**src/rtl/trap_cmp_pkg.sv**
```systemverilog
package trap_cmp_pkg;

    // Operand geometry
    localparam int XLEN   = 64;
    localparam int WORD_W = 32;

    // Condition vector: one bit per relation; positions are decoded by the mask
    localparam int COND_W  = 5;
    localparam int REL_GTU = 0;
    localparam int REL_LTU = 1;
    localparam int REL_EQ  = 2;
    localparam int REL_GTS = 3;
    localparam int REL_LTS = 4;

    // Cause code layout: class in the upper nibble, sub-cause in the lower
    localparam int CLASS_W = 4;
    localparam int SUB_W   = 4;
    localparam int CAUSE_W = CLASS_W + SUB_W;

    localparam logic [CLASS_W-1:0] CLASS_PROGRAM = 4'h7;
    localparam logic [SUB_W-1:0]   SUB_TRAP      = 4'h1;
    localparam logic [CAUSE_W-1:0] TRAP_CAUSE    = {CLASS_PROGRAM, SUB_TRAP};

    typedef struct packed {
        logic               req;
        logic [CAUSE_W-1:0] cause;
    } trap_out_t;

endpackage

```
**src/rtl/trap_operand_fit.sv**
```systemverilog
// Fits one raw operand to the selected compare width, producing a
// sign-extended view for signed relations and a zero-extended view for
// unsigned ones.
module trap_operand_fit #(
    parameter int XLEN   = 64,
    parameter int WORD_W = 32
) (
    input  logic [XLEN-1:0] raw_i,
    input  logic            wide_i,
    output logic [XLEN-1:0] sext_o,
    output logic [XLEN-1:0] zext_o
);
    localparam int PAD_W = XLEN - WORD_W;

    logic [WORD_W-1:0] low_part;
    logic              low_sign;

    assign low_part = raw_i[WORD_W-1:0];
    assign low_sign = raw_i[WORD_W-1];

    always_comb begin
        if (wide_i) begin
            sext_o = raw_i;
            zext_o = raw_i;
        end else begin
            sext_o = {{PAD_W{low_sign}}, low_part};
            zext_o = {{PAD_W{1'b0}}, low_part};
        end
    end
endmodule

```
**src/rtl/trap_relations.sv**
```systemverilog
// Evaluates the five operand relations with a single borrow chain per view.
module trap_relations
    import trap_cmp_pkg::*;
#(
    parameter int XLEN = 64
) (
    input  logic [XLEN-1:0]   sa_i,
    input  logic [XLEN-1:0]   sb_i,
    input  logic [XLEN-1:0]   ua_i,
    input  logic [XLEN-1:0]   ub_i,
    output logic [COND_W-1:0] rel_o
);
    localparam int MSB = XLEN - 1;

    logic [XLEN:0] udiff;
    logic [XLEN:0] sdiff;
    logic          ult;
    logic          same_sign;
    logic          slt;
    logic          eq;

    // Borrow out of an unsigned subtraction marks "below"
    assign udiff = {1'b0, ua_i} - {1'b0, ub_i};
    assign sdiff = {1'b0, sa_i} - {1'b0, sb_i};
    assign ult   = udiff[XLEN];
    assign eq    = (ua_i == ub_i);

    // Signed: if signs differ the negative one is smaller, else the
    // magnitude ordering of the raw bits decides
    assign same_sign = (sa_i[MSB] == sb_i[MSB]);
    assign slt       = same_sign ? sdiff[XLEN] : sa_i[MSB];

    always_comb begin
        rel_o          = '0;
        rel_o[REL_LTS] = slt;
        rel_o[REL_GTS] = !slt && !eq;
        rel_o[REL_EQ]  = eq;
        rel_o[REL_LTU] = ult;
        rel_o[REL_GTU] = !ult && !eq;
    end
endmodule

```
**src/rtl/trap_mask_reduce.sv**
```systemverilog
// Gates each relation with its mask bit and ORs the gated terms.
module trap_mask_reduce #(
    parameter int N = 5
) (
    input  logic [N-1:0] rel_i,
    input  logic [N-1:0] mask_i,
    output logic         hit_o
);
    logic [N-1:0] gated;

    for (genvar g = 0; g < N; g++) begin : g_gate
        assign gated[g] = rel_i[g] & mask_i[g];
    end

    assign hit_o = |gated;
endmodule

```
**src/rtl/trap_cmp_unit.sv**
```systemverilog
module trap_cmp_unit
    import trap_cmp_pkg::*;
(
    input  logic               clk_i,
    input  logic               rst_ni,
    input  logic               valid_i,
    input  logic               wide_i,
    input  logic [XLEN-1:0]    opa_i,
    input  logic [XLEN-1:0]    opb_i,
    input  logic [COND_W-1:0]  mask_i,
    output logic               trap_req_o,
    output logic [CAUSE_W-1:0] cause_o
);
    localparam int NUM_OPS = 2;

    logic [NUM_OPS-1:0][XLEN-1:0] raw_ops;
    logic [NUM_OPS-1:0][XLEN-1:0] sext_ops;
    logic [NUM_OPS-1:0][XLEN-1:0] zext_ops;
    logic [COND_W-1:0]            rel;
    logic                         hit;

    trap_out_t out_d, out_q;

    assign raw_ops[0] = opa_i;
    assign raw_ops[1] = opb_i;

    for (genvar g = 0; g < NUM_OPS; g++) begin : g_fit
        trap_operand_fit #(
            .XLEN   (XLEN),
            .WORD_W (WORD_W)
        ) u_fit (
            .raw_i  (raw_ops[g]),
            .wide_i (wide_i),
            .sext_o (sext_ops[g]),
            .zext_o (zext_ops[g])
        );
    end

    trap_relations #(
        .XLEN (XLEN)
    ) u_rel (
        .sa_i  (sext_ops[0]),
        .sb_i  (sext_ops[1]),
        .ua_i  (zext_ops[0]),
        .ub_i  (zext_ops[1]),
        .rel_o (rel)
    );

    trap_mask_reduce #(
        .N (COND_W)
    ) u_reduce (
        .rel_i  (rel),
        .mask_i (mask_i),
        .hit_o  (hit)
    );

    always_comb begin
        out_d = '0;
        if (valid_i && hit) begin
            out_d.req   = 1'b1;
            out_d.cause = TRAP_CAUSE;
        end
    end

    always_ff @(posedge clk_i) begin
        if (!rst_ni) begin
            out_q <= '0;
        end else begin
            out_q <= out_d;
        end
    end

    assign trap_req_o = out_q.req;
    assign cause_o    = out_q.cause;
endmodule

```
**config.mk**
```make
export PLATFORM = sky130hd
export DESIGN_NAME = trap_cmp_unit
export DESIGN_NICKNAME = d
export VERILOG_FILES = /design/src/rtl/trap_cmp_pkg.sv /design/src/rtl/trap_operand_fit.sv /design/src/rtl/trap_relations.sv /design/src/rtl/trap_mask_reduce.sv /design/src/rtl/trap_cmp_unit.sv
export SDC_FILE = /design/constraint.sdc
export NUM_CORES = 1
export LEC_CHECK = 0
export ABC_AREA = 1
export BUFFER_PORTS_ARGS = -buffer_cell sky130_fd_sc_hd__buf_4
export CAP_MARGIN = 40
export CORE_MARGIN = 3
export CORE_UTILIZATION = 45
export CTS_CLUSTER_SIZE = 12
export DETAILED_ROUTE_END_ITERATION = 10
export PLACE_DENSITY = 0.82
export REMOVE_ABC_BUFFERS = 1
export SETUP_SLACK_MARGIN = 0.4
export SYNTH_ARGS = -nofsm -noshare
export SYNTH_HDL_FRONTEND = slang
export SYNTH_SLANG_ARGS = --single-unit
export TNS_END_PERCENT = 20
```
**constraint.sdc**
```tcl
create_clock -name clk_i -period 2.2 [get_ports clk_i]
set_clock_uncertainty 0.15 [all_clocks]
set_input_delay 0.11 -clock clk_i [delete_from_list [all_inputs] [get_ports clk_i]]
set_output_delay 0.11 -clock clk_i [all_outputs]
set_load 0.005 [all_outputs]
```
Yosys cells after proc, flatten, opt, wreduce, memory -nomap -nowiden

Index checks and enable logic that the tools add are counted.

Output and inout port bits: 9
Flip-flop bits (word level): 9
Input port bits: 137
Logic and storage cells: 24

Eq/ne operators: 2
Add/subtract/negate cells: 2
Reduce and logical (&&, ||, !) cells: 7
Multiplexer cells: 6
Bitwise logic cells: 5

Operators with widths:

| kind                                           | count |
|---|---|
| 64-bit two-way mux                             | 4 |
| 64-bit by 64-bit subtractor with 65-bit output | 2 |
| 64-bit == test                                 | 1 |
| 9-bit two-way mux                              | 1 |
| 1-bit bitwise AND                              | 5 |
| 5-bit OR reduction                             | 1 |
| 1-bit logical AND                              | 3 |
| 1-bit logical NOT                              | 3 |
| 1-bit == test                                  | 1 |
| 1-bit two-way mux                              | 1 |

Longest topological paths before layout

Depth in word-level cells: 9
Depth in mapped cells: 21
Mapped depth without buffers: 20

Hierarchy

A second synthesis with hierarchy kept.

Cell total of the unflattened synthesis: 906
Area, all modules: 5418.9 µm²

By module, submodules not included:

| module           | area each (µm²) | times used | seq. area each (µm²) | cells an instance |
|---|---|---|---|---|
| trap_relations   | 3433.3          | 1          | 0.0                  | 544 |
| trap_operand_fit | 923.4           | 2          | 0.0                  | 169 |
| trap_cmp_unit    | 97.6            | 1          | 20.0                 | 13 |
| trap_mask_reduce | 41.3            | 1          | 0.0                  | 11 |

Least setup slack after synthesis

OpenSTA, ideal clock, no wires.

Kind: input -> register
From: input port wide_i
To: register out_q (netlist bit cause_o[5])
Required time: 1939 ps
Path buffers: 3
Slack: -112 ps
Library setup time: 111 ps
Stages: 18
Arrival time: 2051 ps
Cells stage by stage: buf_2 -> clkbuf_1 -> clkbuf_1 -> nand2_1 -> ha_1 -> nand2_1 -> inv_1 -> nand3_2 -> nor3_2 -> inv_1 -> nor2_2 -> nand2_2 -> inv_1 -> nand2_1 -> nand3_1 -> nand3_2 -> nor2_1 -> nor2_1

Cells in the longest elaborated chain, start to end: 9
Elaborated cells between the ends (all ways): 22
Those cells by class: add/sub (2); eq/ne (2); mux (6); bitwise (5); reduce/logical (7)

RTL lines:

| element                                                                         | RTL line                                   | source |
|---|---|---|
| start, declared                                                                 | trap_cmp_unit.sv:7                         | `input logic wide_i,` |
| 64-bit two-way mux                                                              | trap_operand_fit.sv:22                     | `if (wide_i) begin` |
| 64-bit by 64-bit subtractor with 65-bit output or 1-bit == test (tied branches) | trap_relations.sv:24, trap_relations.sv:30 |  |
| 1-bit two-way mux                                                               | trap_relations.sv:31                       | `assign slt = same_sign ? sdiff[XLEN] : sa_i[MSB];` |
| 1-bit logical NOT                                                               | trap_relations.sv:36                       | `rel_o[REL_GTS] = !slt && !eq;` |
| 1-bit logical AND                                                               | trap_relations.sv:36                       |  |
| 1-bit bitwise AND                                                               | trap_mask_reduce.sv:12                     | `assign gated[g] = rel_i[g] & mask_i[g];` |
| 5-bit OR reduction *                                                            | trap_mask_reduce.sv:15                     | `assign hit_o = \|gated;` |
| 1-bit logical AND *                                                             | trap_cmp_unit.sv:59                        | `if (valid_i && hit) begin` |
| 9-bit two-way mux *                                                             | trap_cmp_unit.sv:59                        |  |
| end signal, assigned                                                            | trap_cmp_unit.sv:69                        | `out_q <= out_d;` |
| end, declared                                                                   | trap_cmp_unit.sv:22                        | `trap_out_t out_d, out_q;` |

Mark *: on every way between the ends. The rest lies on a longest branch, timed or not.
A chain may end at the register's enable or synchronous reset.

Worst setup path in the final report

Same ends and word-level chain as after synthesis.

==> metrics.log <==
[metrics] outcome: complete, but fails checks
[metrics] failing checks: negative setup slack
[metrics] wire length of the first global-routing pass: 16.06 mm
[metrics] required time of the critical path: 1.93 ns
[metrics] f_max: 0.4378 GHz
[metrics] parity-gate share of the synthesized area counting xor and xnor cells: 0%
[metrics] width of the chip: 90.49 µm
[metrics] number of placement rows: 30
[metrics] critical path buffer and inverter count: 4
[metrics] number of antenna-violating nets in the routed design: 0
[metrics] router iterations before antenna repair: 4
[metrics] Placer Congestion: 0.8929
[metrics] post-route design area: 4603 µm²
[metrics] critical path endpoint category: flip-flop
[metrics] complex-gate fraction of the synthesized area: 14.96%
[metrics] Worst Setup Start Kind: input pin
[metrics] cell family with the largest share of critical-path delay: simple AND/OR/NAND/NOR gates
[metrics] WL/cell: 11.89 µm
[metrics] initial antenna violation count: 0
[metrics] mux cell area share after synthesis: 0%
[metrics] post-route worst setup slack: -0.08411 ns
[metrics] part of the cycle the worst path needs: 103.8%
[metrics] count of cell types in the netlist: 25
[metrics] total inserted antenna cells: 0
[metrics] final net count: 936
[metrics] fill count: 625
[metrics] synthesized area per cell: 5.746 µm²
[metrics] max reg flops: 1
[metrics] standard cell area after detailed placement: 4424 µm²
[metrics] largest area contributor in the synthesized netlist: sky130_fd_sc_hd__ha_1
[metrics] vias after detailed routing: 3,981
[metrics] Multi-input gate area: 2795 µm²
[metrics] post-layout instance count excluding filler cells: 797
[metrics] number of hold violations in the final report: 0
[metrics] routed wire length: 9.480 mm
[metrics] instance count of the mapped netlist: 559
[metrics] Synth Cell Area: 3212 µm²
[metrics] maximum number of pins on one net before global-route repair: 35
[metrics] placed wire-length estimate: 8.220 mm
[metrics] grt ovf: 0
[metrics] maximum cell stage delay along the critical path: 0.28 ns
[metrics] critical path class: input pin to flip-flop
[metrics] Synth Warn #: 0
[metrics] VDD IR max: 0.00008363 V
[metrics] I/O pin total: 146
[metrics] die boundary height: 90.49 µm
[metrics] number of buffer cells added on primary ports: 141
[metrics] CP max FO: 10
[metrics] main combinational cell family by area after synthesis: adder cells
[metrics] cell types occupying the most area after synthesis: sky130_fd_sc_hd__ha_1 (37%), sky130_fd_sc_hd__nand2_1 (22%), sky130_fd_sc_hd__a21oi_1 (11%), sky130_fd_sc_hd__inv_1 (11%), sky130_fd_sc_hd__nor2_1 (3.6%)
[metrics] Pleak: 2.951 nW
[metrics] #FFs+latches synth: 1
[metrics] Final Slew Violations: 0
[metrics] fraction of final layout cells sized beyond drive strength 1: 26.82%
[metrics] violation count after the first detailed-routing iteration: 149
[metrics] logic depth of the worst path, buffers included: 18
[metrics] unrepaired setup endpoints after global routing: true
[metrics] post-synthesis sequential area ratio: 0.6233%
[metrics] Critical Path Slowest Stage Cell: sky130_fd_sc_hd__ha_1
[metrics] core area: 6869 µm²
[metrics] number of setup violations in the final report: 1
[metrics] layout overhead on the synthesized area: 43.32%
[metrics] drc violations: 0
[metrics] shortest period the worst path allows: 2.284 ns
[metrics] fraction of post-synthesis cell area in the top cell type by area: 37.40%
[metrics] class of the tightest hold or removal check: input pin to flip-flop
[metrics] number of global-route vias before repair: 3,930
[metrics] Worst setup startpoint: wide_i
[metrics] die area: 8188 µm²
[metrics] critical path's most frequent cell: sky130_fd_sc_hd__nand2_1
[metrics] capture point of the critical path: cause_o[5]
[metrics] Starting Density: 46.76%
[metrics] clock transition time at the flip-flop clock pins of the worst setup and hold paths: 0 ns
[metrics] area share of fa/ha/maj cells after synthesis: 37.40%
[metrics] area fraction in and, or, nand and nor cells after synthesis: 32.26%
[metrics] total placed cells including tap cells: 790
[metrics] PD cells: 204.5 nW/µm²
[metrics] Pwr Total: 941.5 µW
[metrics] footprint of the flip-flops and latches: 20.02 µm²
[metrics] DR vias/cell: 4.995
[metrics] number of maximum-capacitance constraint violations: 0
[metrics] data arrival time of the critical path: 2.02 ns
[metrics] gr usage total: 22.45%
[metrics] Hold Path Stages: 3
[metrics] sequence of cells on the critical path: buf_12 -> inv_1 -> nand2_4 -> buf_12 -> buf_12 -> nand2_1 -> ha_1 -> nand2_1 -> nor2_2 -> nand4_1 -> nor3_2 -> nand2_1 -> nand2_2 -> nand2_1 -> nand2_1 -> nand2_1 -> nor2_2 -> nor2_1
[metrics] Final Core Density: 67.01%
[synthesized netlist by cell type]
master,count
sky130_fd_sc_hd__nor2_4,1
sky130_fd_sc_hd__a21o_1,3
sky130_fd_sc_hd__nand4_1,8
sky130_fd_sc_hd__nand3_2,3
sky130_fd_sc_hd__a21oi_1,72
sky130_fd_sc_hd__nor2_2,2
sky130_fd_sc_hd__nand2_2,3
sky130_fd_sc_hd__o21ai_1,1
sky130_fd_sc_hd__o21bai_1,1
sky130_fd_sc_hd__nor3_1,2
sky130_fd_sc_hd__inv_2,1
sky130_fd_sc_hd__dfxtp_1,1
sky130_fd_sc_hd__ha_1,96
sky130_fd_sc_hd__buf_4,8
sky130_fd_sc_hd__conb_1,1
sky130_fd_sc_hd__nand3_1,8
sky130_fd_sc_hd__buf_2,1
sky130_fd_sc_hd__nor3_2,3
sky130_fd_sc_hd__buf_1,1
sky130_fd_sc_hd__nor2_1,31
sky130_fd_sc_hd__o21a_1,4
sky130_fd_sc_hd__clkbuf_1,15
sky130_fd_sc_hd__o21ai_0,11
sky130_fd_sc_hd__nand2_1,191
sky130_fd_sc_hd__inv_1,91
[routing by layer]
layer	global-route usage [%]	wire [µm]	share of wire, %	up-vias
met5	0	0	0	-
met4	2.934	137	1.4	0
met3	4.583	726	7.7	16
met2	45.65	4886	52	145
met1	23.79	3730	39	1747
li1	-	-	-	2073
[cells by family (layout without fill, tap and decap cells)]
| kind of cell | Yosys count | in the layout |
|---|---|---|
| simple gates | 252 | 252 |
| buf+inv | 117 | 256 |
| fa+ha+maj | 96 | 96 |
| compound gates | 92 | 92 |
| other cells | 1 | 4 |
| flops | 1 | 1 |
[power breakdown]
group	leakage, nW	internal, mW	switching (mW)
Sequential	0.00827	0.0202	0.00252
Clock	0	0	0
Combinational	2.94	0.464	0.455
[cell type report]
class	instances	area share (%)
repair buffers	164	28.73
inverters	92	7.502
flip-flops and latches	1	0.4349
well taps	96	2.609
multi-input cells	444	60.72
[per-stage QoR]
step                      setup TNS, ns  hold WS, ns  setup WS [ns]
after global routing            -0.2839       0.2834        -0.2839
after detailed placement        -0.1341       0.2584        -0.1341
after global placement         -0.01898       0.2442       -0.01898
after CTS                      -0.05939       0.2583       -0.05939
final                          -0.08411       0.2663       -0.08411
after floorplan                 -0.5323      0.07917        -0.5323
[cell usage in the layout (no fill, tap or decap)]
cell type / n
sky130_fd_sc_hd__nand2_1: 189
sky130_fd_sc_hd__buf_4: 154
sky130_fd_sc_hd__ha_1: 95
sky130_fd_sc_hd__inv_1: 90
sky130_fd_sc_hd__a21oi_1: 71
sky130_fd_sc_hd__nor2_1: 26
sky130_fd_sc_hd__o21ai_0: 11
sky130_fd_sc_hd__nand3_1: 8
sky130_fd_sc_hd__nand4_1: 8
sky130_fd_sc_hd__nor2_2: 6
sky130_fd_sc_hd__buf_12: 5
sky130_fd_sc_hd__nand2_2: 4
sky130_fd_sc_hd__o21a_1: 4
sky130_fd_sc_hd__conb_1: 4
sky130_fd_sc_hd__a21o_1: 3
sky130_fd_sc_hd__nor3_2: 3
sky130_fd_sc_hd__buf_6: 3
sky130_fd_sc_hd__inv_2: 2
sky130_fd_sc_hd__nor2_4: 2
sky130_fd_sc_hd__nand3_2: 2
sky130_fd_sc_hd__nand2_4: 1
sky130_fd_sc_hd__a21oi_2: 1
sky130_fd_sc_hd__o21ai_1: 1
sky130_fd_sc_hd__o21bai_1: 1
sky130_fd_sc_hd__nand3_4: 1
sky130_fd_sc_hd__nor3_4: 1
sky130_fd_sc_hd__nor3_1: 1
sky130_fd_sc_hd__ha_4: 1
sky130_fd_sc_hd__dfxtp_1: 1
sky130_fd_sc_hd__buf_16: 1
sky130_fd_sc_hd__buf_2: 1
[how the worst min path moves through the flow]
| stage | to | slack (ns) | from |
|---|---|---|---|
| global route | cause_o[5] | 0.28 | valid_i |
| floorplan | cause_o[5] | 0.08 | valid_i |
| global placement | cause_o[5] | 0.24 | rst_ni |
| detailed placement | cause_o[5] | 0.26 | valid_i |
| finish | cause_o[5] | 0.27 | valid_i |
| CTS | cause_o[5] | 0.26 | rst_ni |
[timing repair]
action                                  4_1_cts  5_1_grt
gates resized for setup                      14        7
hold buffers                                  0        0
setup buffers                                 5        0
endpoints found under the setup margin        1        1
hold endpoints to repair                      0        0
cloned                                        2        0
pin swaps                                     7        3
No activity file was read; power rests on OpenSTA's default activity.
